`src/rtl/wprot_pkg.sv`:
```
package wprot_pkg;
  typedef enum logic [2:0] {
    K_ARRAY  = 3'd0,
    K_STATUS = 3'd1,
    K_PART   = 3'd2,
    K_SEC    = 3'd3,
    K_LOCK   = 3'd4
  } req_kind_e;

  localparam int SERIAL_BYTES = 16;
  localparam int USER_BYTES   = 256;
  localparam int SEC_END      = SERIAL_BYTES + USER_BYTES;
endpackage

```
`src/rtl/wprot_legacy.sv`:
```
module wprot_legacy #(
  parameter int AW = 19
) (
  input  logic [AW-1:0] addr,
  input  logic [1:0]    bp,
  output logic          prot
);
  always_comb begin
    unique case (bp)
      2'b00:   prot = 1'b0;
      2'b01:   prot = (addr[AW-1:AW-2] == 2'b11);
      2'b10:   prot = addr[AW-1];
      default: prot = 1'b1;
    endcase
  end
endmodule

```
`src/rtl/wprot_partition.sv`:
```
module wprot_partition #(
  parameter int AW    = 19,
  parameter int NPART = 4
) (
  input  logic                     clk,
  input  logic                     rst_n,
  input  logic                     wr_en,
  input  logic [$clog2(NPART)-1:0] wr_idx,
  input  logic [AW-1:0]            wr_end,
  input  logic                     wr_inh,
  input  logic [AW-1:0]            addr,
  output logic                     prot
);
  localparam int IW = $clog2(NPART);

  logic [AW-1:0] end_q [NPART];
  logic          inh_q [NPART];
  logic [NPART-1:0] hit;

  for (genvar i = 0; i < NPART; i++) begin : g_part
    always_ff @(posedge clk or negedge rst_n) begin
      if (!rst_n) begin
        end_q[i] <= '1;
        inh_q[i] <= 1'b0;
      end else if (wr_en && wr_idx == IW'(i)) begin
        end_q[i] <= wr_end;
        inh_q[i] <= wr_inh;
      end
    end
    assign hit[i] = (addr <= end_q[i]);
  end

  always_comb begin
    prot = 1'b0;
    for (int i = NPART - 1; i >= 0; i--) begin
      if (hit[i]) prot = inh_q[i];
    end
  end

  // the lowest-index partition wins
  a_r5_first_hit: assert property (@(posedge clk) disable iff (!rst_n)
    (addr <= end_q[0]) |-> (prot == inh_q[0]));
endmodule

```
`src/rtl/wprot_secpage.sv`:
```
module wprot_secpage #(
  parameter int AW = 19
) (
  input  logic          clk,
  input  logic          rst_n,
  input  logic          lock_req,
  input  logic [AW-1:0] addr,
  output logic          allow,
  output logic          locked
);
  import wprot_pkg::*;
  localparam logic [AW-1:0] USER_LO = AW'(SERIAL_BYTES);
  localparam logic [AW-1:0] USER_HI = AW'(SEC_END - 1);

  always_ff @(posedge clk or negedge rst_n) begin
    if (!rst_n)        locked <= 1'b0;
    else if (lock_req) locked <= 1'b1;
  end

  assign allow = !locked && (addr >= USER_LO) && (addr <= USER_HI);

  // the lock never falls once set
  a_r9_lock_sticky: assert property (@(posedge clk) disable iff (!rst_n)
    locked |=> locked);
endmodule

```
`src/rtl/wprot_ctrl.sv`:
```
module wprot_ctrl #(
  parameter int AW    = 19,
  parameter int NPART = 4
) (
  input  logic          clk,
  input  logic          rst_n,
  input  logic          wp_n,
  input  logic          req_valid,
  output logic          req_ready,
  input  logic [2:0]    req_kind,
  input  logic [AW-1:0] req_addr,
  input  logic [AW:0]   req_data,
  output logic          wr_go,
  output logic          wr_sec,
  output logic [AW-1:0] wr_addr,
  output logic          mode_o,
  output logic [1:0]    bp_o,
  output logic          locked_o
);
  import wprot_pkg::*;
  localparam int IW = $clog2(NPART);

  req_kind_e kind;
  logic      mode_q;
  logic [1:0] bp_q;
  logic      leg_prot, part_prot, sec_ok, arr_ok;
  logic      stat_we, part_we, go_d, is_arr, is_sec;

  assign kind      = req_kind_e'(req_kind);
  assign req_ready = 1'b1;
  assign stat_we   = req_valid && kind == K_STATUS && wp_n;
  assign part_we   = req_valid && kind == K_PART && wp_n;
  assign is_arr    = req_valid && kind == K_ARRAY;
  assign is_sec    = req_valid && kind == K_SEC;

  wprot_legacy #(.AW(AW)) u_leg (
    .addr(req_addr), .bp(bp_q), .prot(leg_prot)
  );

  wprot_partition #(.AW(AW), .NPART(NPART)) u_part (
    .clk(clk), .rst_n(rst_n), .wr_en(part_we),
    .wr_idx(req_addr[IW-1:0]), .wr_end(req_data[AW-1:0]),
    .wr_inh(req_data[AW]), .addr(req_addr), .prot(part_prot)
  );

  wprot_secpage #(.AW(AW)) u_sec (
    .clk(clk), .rst_n(rst_n), .lock_req(req_valid && kind == K_LOCK),
    .addr(req_addr), .allow(sec_ok), .locked(locked_o)
  );

  assign arr_ok = mode_q ? !part_prot : !leg_prot;
  assign go_d   = (is_arr && arr_ok) || (is_sec && sec_ok);

  always_ff @(posedge clk or negedge rst_n) begin
    if (!rst_n) begin
      mode_q <= 1'b0;
      bp_q   <= 2'b00;
    end else if (stat_we) begin
      mode_q <= req_data[2];
      bp_q   <= req_data[1:0];
    end
  end

  always_ff @(posedge clk or negedge rst_n) begin
    if (!rst_n) begin
      wr_go   <= 1'b0;
      wr_sec  <= 1'b0;
      wr_addr <= '0;
    end else begin
      wr_go <= go_d;
      if (go_d) begin
        wr_sec  <= is_sec;
        wr_addr <= req_addr;
      end
    end
  end

  assign mode_o = mode_q;
  assign bp_o   = bp_q;

  // no back-pressure
  a_r2_ready: assert property (@(posedge clk) disable iff (!rst_n) req_ready);
  // a start pulse always follows a request
  a_r10_go_from_req: assert property (@(posedge clk) disable iff (!rst_n)
    wr_go |-> $past(req_valid));
  // status bits hold while the pin is low
  a_r7_wp_status: assert property (@(posedge clk) disable iff (!rst_n)
    (!wp_n && req_valid && kind == K_STATUS) |=> ($stable(mode_q) && $stable(bp_q)));
  // legacy full protection blocks every array write
  a_r3_all_blocked: assert property (@(posedge clk) disable iff (!rst_n)
    (is_arr && !mode_q && bp_q == 2'b11) |=> !wr_go);
  // serial-number bytes never start a write
  a_r8_serial_ro: assert property (@(posedge clk) disable iff (!rst_n)
    (is_sec && req_addr < AW'(SERIAL_BYTES)) |=> !wr_go);
endmodule

```
`config.mk`:
```
export PLATFORM = sky130hd
export DESIGN_NAME = wprot_ctrl
export DESIGN_NICKNAME = d
export VERILOG_FILES = /design/src/rtl/wprot_pkg.sv /design/src/rtl/wprot_legacy.sv /design/src/rtl/wprot_partition.sv /design/src/rtl/wprot_secpage.sv /design/src/rtl/wprot_ctrl.sv
export SDC_FILE = /design/constraint.sdc
export NUM_CORES = 1
export LEC_CHECK = 0
export BUFFER_PORTS_ARGS = -buffer_cell sky130_fd_sc_hd__buf_2
export CAP_MARGIN = 20
export CORE_ASPECT_RATIO = 1.25
export CORE_MARGIN = 5
export CORE_UTILIZATION = 53
export CTS_CLUSTER_DIAMETER = 120
export CTS_CLUSTER_SIZE = 40
export DETAILED_ROUTE_END_ITERATION = 7
export PLACE_DENSITY_LB_ADDON = 0.2
export SLEW_MARGIN = 25
export SYNTH_ARGS = -nofsm -noshare
export SYNTH_HDL_FRONTEND = slang
export SYNTH_SLANG_ARGS = --single-unit
```
`constraint.sdc`:
```
create_clock -name clk -period 2.66 [get_ports clk]
set_input_delay 0.133 -clock clk [delete_from_list [all_inputs] [get_ports clk]]
set_output_delay 0.133 -clock clk [all_outputs]
set_load 0.005 [all_outputs]
```
==> flow_summary.ini, run 1 <==
[synth]
synth_area_per_cell_sq_um = 11.2
synth_top_cell_by_area = dfstp_2
syn_nets = 668
async_reset_ff_share_pct = 100
synth.top_cells.by_area = dfstp_2 33%, ha_1 16%, mux2_2 12%
synth_edf_count = 0
synth-seq-cells = 105
synthDominantCellAreaShare_pct = 32.7
main_synth_ff_type = dfstp_2
mappedNetlistArea_sq_um = 6110
postSynthCellCount = 546
ys_warnings = 0
seq_area_frac_synth_pct = 44.6
synth.distinct_cells = 55

[min_path]
hold_class = in -> reg

[global_routing]
grt_pass1_wl_mm = 24.6
grt.overflow.total = 0
track_usage_pct = 23.1
antenna_found_initial = 0
largest_net_degree_at_the_start_of_global_routing = 56
first_global_vias = 4988

[pwr]
ir_drop_mv = 0.367
cellLeakagePower_nw = 3.35
finalPower_mw = 4.61
cellPowerDensity_nw_per_um2 = 627

[final_layout]
final_common_cell = inv_1
multiInputGateArea_sq_um = 3220
layout_common_cells = 80 x inv_1, 76 x dfstp_2, 69 x ha_1, 69 x buf_2, 65 x mux2_2
number_of_standard_cells_in_the_final_layout_excluding_fillers = 788
final_nets = 770
final.fill_count = 889
layout-drive-gt1-share_pct = 46.7
post-route-cell-area_sq_um = 7350
regArea_sq_um = 2720
insertedDiodeCount = 0
layout-area-overhead-vs-synth_pct = 20.3

[timing]
finalHoldViolCount = 0
worst_hold_margin_ns = 0.0194
layout_setup_ws_ns = -0.280
max_transition_margin_pct = 43.6
rsz0062_at_grt = true
finalSetupViolations = 21
worst_slew_pin_slew_ns = 0.842
fmax_mhz = 340
fin_crit_sh_pct = 111
final.min_clock_period_ns = 2.94
report.final.slew_viol_count = 0
final.setup_skew_ns = 0.00866

[routing]
routed_wire_length_per_instance_um = 19.0
routed_wl_mm = 15.0
drt-pass1-iter-count = 6
met3_length_um = 547
highest-signal-layer = met4
avgViaCountPerCell = 5.71
ant_nets = 0
met2WireLength_mm = 8.02
m1WireLength_mm = 5.95
drc = 0
drtIter0Drc = 167
vias = 4500

[floorplanning]
fp.dieArea_sq_um = 13800
boundaryPins = 72
initial_core_utilization_pct = 54.6
placeableCoreArea_sq_um = 11200
die_w_um = 106
floorplan.die.height_um = 130
row_count = 43

[critical_path]
worst_setup_path_end_kind = register
critPathMaxStageDelay_ns = 0.54
crit_path_top_delay_cell = dfstp_2
worst_ep_required_time_ns = 2.89
timing.critical_path.mode_cell = buf_4
wp_data_arrival_ns = 3.17
reg2reg_setup_slack_ns = -0.28
crit_fanout = 7
crit_chain = inv_1 -> ha_1 -> nand4_1 -> buf_4 -> nor3_1 -> mux2i_2 -> buf_4 -> a211oi_2 -> o21bai_2 -> o211ai_4 -> buf_12 -> mux2_4
startpoint_type_of_the_worst_setup_path = register
critical_path_class = reg -> reg

[placed_design]
port-buffer-count = 70
dp_area_sq_um = 6810
detailedPlacementHpwl_mm = 10.9
gpl.final_weighted_congestion = 0.890
placed_cells = 766

[clocking]
clock_tree_from_tritoncts = built
ctsHtreeMaxLevel = 3
clock_insertion_delay_worst_skew_ns = 0.35
clock-root-buffer = clkbuf_16
clk_transition_reported_paths_ns = 0.07
numClockSinks = 105
numCtsBuffers = 9
max-clock-path-buffers = 2

[run_status]
violations = negative setup slack
run_status = complete, but fails checks

[run]
max_cap_viols = 0
## synth_stat cells, types with 2 or more instances
cell type  count
inv_1         84
dfstp_2       76
ha_1          76
mux2_2        65
nand2_1       32
dfrtp_1       29
o21ai_0       29
a21oi_1       24
nand4_1       13
mux2_4        11
clkbuf_1      10
nor2_1        10
a211oi_1       8
nand3_1        8
nor4_1         6
o2bb2ai_1      6
nor3_1         5
a21o_1         3
mux2_1         3
nor2b_1        3
o211ai_1       3
o21a_1         3
a211o_1        2
and4_1         2
buf_6          2
nand3b_1       2
o2111ai_1      2
or3_1          2
## sequential cells by signal (all words and copies together) (netlist names)
signal and flops:
u_part.end_q 76, wr_addr 19, u_sec.locked 1, u_part.inh_q 4, mode_o 1, bp_o 2
wr_sec 1, wr_go 1
## final timing paths
| kind | startpoint | to | cells past startpoint |
|---|---|---|---|
| min in group asynchronous | rst_n | wr_addr[1] | 2 |
| min reg2reg | u_part.end_q[61] | u_part.end_q[61] | 2 |
| max in group asynchronous | rst_n | u_part.end_q[34] | 3 |
| max | u_part.end_q[47] | wr_addr[11] | 12 |
| min | req_data[3] | u_part.end_q[60] | 3 |
| max reg2reg | u_part.end_q[47] | wr_addr[11] | 12 |
## layout make-up
type / instances / share of cell area [%]
Multi-Input combinational cell: 344 / 43.8
Sequential cell: 105 / 37.0
Timing Repair Buffer: 104 / 9.07
Inverter: 84 / 4.29
Clock buffer: 13 / 3.27
Tap cell: 135 / 2.30
Clock inverter: 3 / 0.238
## critical path, delay by kind of cell, from the launching register on
kind                     cells  cell delay (ns)
AO/OA/AOI/OAI                3             0.53
adder cells (fa/ha/maj)      1             0.29
buffers and inverters        4             0.57
flip-flops                   1             0.54
multiplexers                 2             0.43
AND/OR/NAND/NOR              2             0.46
## metrics by stage
step           TNS (ns)  worst slack (ns)  util, %
6_report          -4.16            -0.280     65.7
3_3_place_gp      -3.91            -0.276     60.8
2_1_floorplan         0            0.0138        -
4_1_cts           -3.14            -0.221     65.2
5_1_grt           -6.87            -0.403     65.7
3_5_place_dp      -5.85            -0.374     60.8
## routing by layer
metal | global-route usage (%) | vias up
met5 | 0 | -
met4 | 10.4 | 0
met3 | 2.67 | 36
met2 | 42.9 | 100
met1 | 26.8 | 2240
li1 | - | 2124
## cell families (layout without fill, tap and decap cells)
family / count (synthesis) / count (layout) / synth area share [%]
flops: 105 / 105 / 44.6
buf+inv: 97 / 204 / 6.27
compound gates: 94 / 94 / 9.95
simple gates: 92 / 92 / 8.07
mux: 80 / 80 / 15.4
fa+ha+maj: 76 / 76 / 15.6
other cells: 1 / 1 / 0.0614
xor+xnor: 1 / 1 / 0.143
## power by group
| group | internal [mW] | switching (mW) | total (mW) | leakage [nW] |
|---|---|---|---|---|
| Clock | 0.634 | 0.569 | 1.20 | 0.124 |
| Sequential | 1.99 | 0.140 | 2.13 | 1.15 |
| Combinational | 0.637 | 0.636 | 1.27 | 2.08 |
| Total | 3.26 | 1.35 | 4.61 | 3.35 |
## timing repair
action,4_1_cts,5_1_grt
setup endpoints to repair,21,21
setup buffers,5,1
gates cloned,1,0
resized for setup,25,13
pin swaps,6,9
endpoints found under the hold margin,22,0
hold buffers,1,0
(Power assumes the default switching activity.)
==> run 2, diff against run 1 <==
- CELL_PAD_IN_SITES_DETAIL_PLACEMENT: not set -> 1
- CELL_PAD_IN_SITES_GLOBAL_PLACEMENT: not set -> 2
- CORE_UTILIZATION: 53 -> 35
==> run 2 against run 1 <==
  * Clock power increased by 32%
  * Die area increased by 47%
  * Total power increased by 13%
  * Sequential power about the same
  * Global-route usage decreased by 4.2 points
  * Maximum frequency increased by 3.3%
  * Sequential share of layout area decreased by 3.1 points
  * First-iteration DRC count decreased by 25%
  * Utilization decreased by 19 points
  * Critical endpoint is now wr_addr[4]
  * Largest power group unchanged
  * Largest cell class unchanged
  * Final area increased by 9.3%
  * The run still ends with negative setup slack left
==> flow_summary.ini, run 2 (synthesis results as in run 1) <==
[floorplanning]
boundaryPins = 72
placeableCoreArea_sq_um = 17300
row_count = 54
die_w_um = 128
floorplan.die.height_um = 158
fp.dieArea_sq_um = 20200
initial_core_utilization_pct = 35.3

[timing]
final.min_clock_period_ns = 2.85
max_transition_margin_pct = 48.4
worst_slew_pin_slew_ns = 0.770
final.setup_skew_ns = 0.00648
report.final.slew_viol_count = 0
finalHoldViolCount = 0
layout_setup_ws_ns = -0.185
rsz0062_at_grt = true
finalSetupViolations = 18
fin_crit_sh_pct = 107
fmax_mhz = 351
worst_hold_margin_ns = 0.0148

[final_layout]
layout-drive-gt1-share_pct = 55.5
number_of_standard_cells_in_the_final_layout_excluding_fillers = 900
largest_register_ff_count = 76
final_nets = 793
post-route-cell-area_sq_um = 8030
final_common_cell = dfstp_2
layout_common_cells = 76 x dfstp_2, 73 x inv_1, 69 x buf_2, 65 x mux2_2, 53 x ha_1
core_utilization_of_the_finished_layout_pct = 46.4
regMostFlops = u_part.end_q
insertedDiodeCount = 0
layout-area-overhead-vs-synth_pct = 31.4
biggestRegsByFlops = u_part.end_q (76), wr_addr (19), u_part.inh_q (4)

[global_routing]
grt_pass1_wl_mm = 28.9
first_global_vias = 5209
antenna_found_initial = 0
grt.overflow.total = 0
track_usage_pct = 18.9
largest_net_degree_at_the_start_of_global_routing = 60

[critical_path]
reg2reg_setup_slack_ns = -0.19
startpoint_type_of_the_worst_setup_path = register
crit_fanout = 7
wp_data_arrival_ns = 3.09
worst_ep_required_time_ns = 2.91
critical_path_class = reg -> reg
worst_setup_path_end_kind = register

[routing]
avgViaCountPerCell = 5.16
ant_nets = 0
drtIter0Drc = 125
drc = 0
highest-signal-layer = met4
routed_wire_length_per_instance_um = 20.3
vias = 4643
met3_length_um = 535
met2WireLength_mm = 9.97
m1WireLength_mm = 7.24
drt-pass1-iter-count = 4
routed_wl_mm = 18.2

[clocking]
clock_insertion_delay_worst_skew_ns = 0.36
clk_transition_reported_paths_ns = 0.07
ctsHtreeMaxLevel = 3
clock-root-buffer = clkbuf_16
numCtsBuffers = 9
numClockSinks = 105
clock_tree_from_tritoncts = built
max-clock-path-buffers = 2

[pwr]
ir_drop_mv = 0.274
cellLeakagePower_nw = 3.53
cellPowerDensity_nw_per_um2 = 645

[placed_design]
gpl.final_weighted_congestion = 0.859
dp_area_sq_um = 7050
preCtsSetupSlack_ns = -0.389
detailedPlacementHpwl_mm = 13.6
placed_cells = 874
port-buffer-count = 70

[run_status]
run_status = complete, but fails checks
violations = negative setup slack

[min_path]
hold_class = in -> reg

[run]
max_cap_viols = 0
-- run 2: cell count changes in the layout (fill, tap and decap cells not counted), moves of 3 or more --
cell       change
a21oi_2        +5
buf_6          +4
bufinv_16      +3
o21ai_0        -3
ha_4          +16
inv_2          +7
ha_1          -16
inv_1          -7
a21oi_1        -6
nor2_1         -3
buf_4         +21
clkbuf_1       -3
-- run 2: final cells by class --
type | instances | area (sq um)
sequential | 105 | 2720
multi-input combinational | 344 | 3540
inverter | 84 | 315
clock buffer | 11 | 243
timing repair buffer | 127 | 830
fill | 1901 | 9270
tap | 224 | 280
clock inverter | 5 | 103
-- run 2: worst max-delay path: stages (launching register included) --
cell and delay, ns:
dfstp_2 0.54, inv_2 0.05, ha_4 0.26, nand4_1 0.17, nor2_2 0.20, nand3_2 0.12
mux2i_1 0.21, nand2_1 0.07, or3_4 0.35, o211ai_4 0.24, buf_8 0.20, mux2_4 0.31
-- run 2: final timing paths --
check                                 start          endpoint  cells past startpoint
min                             req_data[3]  u_part.end_q[60]                      3
min in group asynchronous             rst_n      u_sec.locked                      2
max                        u_part.end_q[56]        wr_addr[4]                     11
max in group asynchronous             rst_n  u_part.end_q[28]                      3
max reg2reg                u_part.end_q[56]        wr_addr[4]                     11
min reg2reg                    u_sec.locked      u_sec.locked                      1
-- run 2: timing repair --
item,in CTS,in global routing
endpoints found under the hold margin,11,0
gates cloned,1,0
resized for setup,84,16
pin swaps,21,14
setup buffers,8,5
setup endpoints to repair,21,21
hold buffers,1,0
-- run 2: through the flow --
step                power [mW]  TNS (ns)
global placement          3.33     -4.15
finish                    5.18     -2.59
CTS                       5.19     -2.82
detailed placement        3.40     -6.33
floorplan                 2.83         0
global route              5.49     -4.89
-- run 2: power breakdown --
group / internal [mW] / switching, mW
clock network: 0.945 / 0.631
registers: 1.99 / 0.145
logic: 0.731 / 0.741
total: 3.67 / 1.52
-- run 2: layer usage --
layer	vias up	track usage, %
li1	2174	-
met4	0	7.33
met1	2376	21.6
met2	69	35.4
met3	24	2.53
met5	-	0
==> run 3, diff against run 2 <==
- CTS_CLUSTER_DIAMETER: 120 -> 40
- SYNTH_HIERARCHICAL: not set -> 1
==> run 3 against run 2 <==
  * The flow still finishes with violations (negative setup slack)
  * Critical path depth is 3 higher
  * Cell count grew 1.2%
  * Synthesized area hardly changed
  * First-iteration DRC count fell by 1.6%
  * Die area about the same
  * Worst setup slack got worse by 0.38 ns
  * Highest routed layer unchanged
  * Combinational power decreased by 3%
  * Sequential power is 2% higher
  * Routed wire length fell by 4.1%
  * Final area is 2.8% lower
==> flow_summary.ini, run 3 <==
[synth]
synth_commonest_cells = 79 x inv_1, 76 x dfstp_2, 76 x ha_1
synth.top_cells.by_area = dfstp_2 33%, ha_1 16%, mux2_2 12%
synth.distinct_cells = 49
synth-seq-cells = 105
seq_area_frac_synth_pct = 44.5
ys_warnings = 6
synth_top_cell_by_area = dfstp_2
synth.most_common_cell = inv_1
synthDominantCellAreaShare_pct = 32.7
mappedNetlistArea_sq_um = 6110
synth_area_per_cell_sq_um = 11.4
main_synth_ff_type = dfstp_2
async_reset_ff_share_pct = 100
postSynthCellCount = 538
syn_nets = 660
synth_edf_count = 0

[final_layout]
core_utilization_of_the_finished_layout_pct = 45.1
regMostFlops = u_part/end_q
number_of_standard_cells_in_the_final_layout_excluding_fillers = 911
biggestRegsByFlops = u_part/end_q (76), wr_addr (19), u_part/inh_q (4)
layout-drive-gt1-share_pct = 51.1
final_nets = 804
final_common_cell = dfstp_2
largest_register_ff_count = 76
layout_common_cells = 76 x dfstp_2, 74 x inv_1, 72 x buf_4, 69 x buf_2, 67 x ha_1
final.fill_count = 1941
layout-area-overhead-vs-synth_pct = 27.7
insertedDiodeCount = 0

[critical_path]
critical_path_class = reg -> reg
regToRegEndpoint = wr_addr[7]
startpoint_type_of_the_worst_setup_path = register
worst_setup_path_end_kind = register
crit_chain = inv_2 -> ha_4 -> nand4_1 -> and4bb_1 -> nand4_1 -> nor4b_4 -> a211o_1 -> o211ai_2 -> a31oi_2 -> mux2i_1 -> nand3_2 -> nand2_4 -> buf_12 -> mux2_4
worst_ep_required_time_ns = 2.90
reg2reg_setup_slack_ns = -0.57
path_depth = 14
critPathMaxStageDelay_ns = 0.54
wp_data_arrival_ns = 3.46
crit_fanout = 10
critPathBufInv = 2
timing.critical_path.mode_cell = nand4_1
r2r-start = u_part/end_q[31]
crit_path_top_delay_cell = dfstp_2
depth_of_the_worst_register_to_register_path = 14
crit_family = simple AND/OR/NAND/NOR gates

[timing]
final.setup_skew_ns = 0.00895
worst_slew_pin_slew_ns = 0.756
finalSetupViolations = 21
finalHoldViolCount = 0
tns_ns = -10.74
fin_crit_sh_pct = 121
layout_setup_ws_ns = -0.567
max_transition_margin_pct = 49.6
final.min_clock_period_ns = 3.23
worst_hold_margin_ns = 0.0287
fmax_mhz = 310
report.final.slew_viol_count = 0
rsz0062_at_grt = true

[floorplanning]
floorplan.die.height_um = 158
die_w_um = 128
boundaryPins = 72
fp.dieArea_sq_um = 20200
row_count = 54
placeableCoreArea_sq_um = 17300
initial_core_utilization_pct = 35.3

[run_status]
violations = negative setup slack
run_status = complete, but fails checks

[clocking]
clk_transition_reported_paths_ns = 0.07
max-clock-path-buffers = 2
clock_tree_from_tritoncts = built
ctsHtreeMaxLevel = 3
numCtsBuffers = 9
numClockSinks = 105
clock_insertion_delay_worst_skew_ns = 0.35
clock-root-buffer = clkbuf_16

[placed_design]
placed_cells = 890
detailedPlacementHpwl_mm = 13.0
gpl.final_weighted_congestion = 0.740
port-buffer-count = 70

[routing]
routed_wire_length_per_instance_um = 19.2
vias = 4517
routed_wl_mm = 17.5
drt-pass1-iter-count = 4
ant_nets = 0
drc = 0
avgViaCountPerCell = 4.96
drtIter0Drc = 123

[min_path]
hold-path-cell-count = 3
min_to = u_part/end_q[68]
worstHoldStart = req_data[11]
hold_class = in -> reg

[pwr]
ir_drop_mv = 0.290
cellPowerDensity_nw_per_um2 = 648
cellLeakagePower_nw = 3.59

[global_routing]
antenna_found_initial = 0
grt_pass1_wl_mm = 27.7
first_global_vias = 5127
largest_net_degree_at_the_start_of_global_routing = 54
track_usage_pct = 17.9
grt.overflow.total = 0

[run]
max_cap_viols = 0
-- run 3: timing repair --
item	CTS	global route
pin swaps	0	2
setup buffers	2	0
endpoints found under the hold margin	13	0
gates resized for setup	23	5
endpoints found under the setup margin	21	21
cloned	0	2
hold buffers	1	0
-- run 3: cell type report --
type	instances	area (sq um)	area share (%)
clock buffer	13	250	3.21
clock inverter	3	65.1	0.834
inverter	79	297	3.80
multi-input combinational	341	3220	41.2
sequential	105	2720	34.9
tap	224	280	3.59
timing repair buffer	146	972	12.5
-- run 3: cell families (layout without fill, tap and decap cells) --
kind of cell	Yosys count	count (layout)	share of synthesized area (%)
simple gates	95	95	8.68
flops	105	105	44.5
xor+xnor	1	1	0.143
buf+inv	92	241	5.96
fa+ha+maj	76	76	15.6
mux	86	86	17.0
compound gates	82	82	8.09
other cells	1	1	0.0614
-- run 3: metal layers --
metal	share of wire (%)	routed length, um	track usage [%]	vias up
li1	-	-	-	2167
met1	41	7190	20.8	2285
met2	55	9580	33.8	50
met3	2.7	474	2.70	15
met4	1.3	228	5.36	0
met5	0	0	0	-
-- run 3: tightest hold or removal path, delay by kind of cell --
kind | cells | cell delay (ns)
AOI/OAI and AO/OA | 1 | 0.07
buffers and inverters | 1 | 0.12
and+or+nand+nor | 1 | 0.05
-- run 3: report_power, final --
group | total, mW | switching (mW) | leakage, nW | internal (mW)
combinational | 1.43 | 0.668 | 2.30 | 0.764
sequential | 2.17 | 0.153 | 1.15 | 2.02
clock | 1.45 | 0.600 | 0.154 | 0.852
total | 5.06 | 1.42 | 3.59 | 3.64
-- run 3: per-stage QoR --
stage	worst slack (ns)	area [sq um]	power [mW]
2_1_floorplan	-0.0970	6170	2.94
3_3_place_gp	-0.560	7290	3.51
3_5_place_dp	-0.571	7290	3.58
4_1_cts	-0.551	7730	5.12
5_1_grt	-0.756	7800	5.39
6_report	-0.567	7800	5.06
-- run 3: worst max path at each step --
stage	from	endpoint	slack, ns
floorplan	u_part/end_q[37]	wr_addr[18]	-0.1
global placement	u_part/end_q[69]	wr_addr[8]	-0.56
detailed placement	u_part/end_q[25]	wr_addr[7]	-0.57
CTS	u_part/end_q[31]	wr_addr[7]	-0.55
global route	u_part/end_q[31]	wr_addr[7]	-0.76
finish	u_part/end_q[31]	wr_addr[7]	-0.57
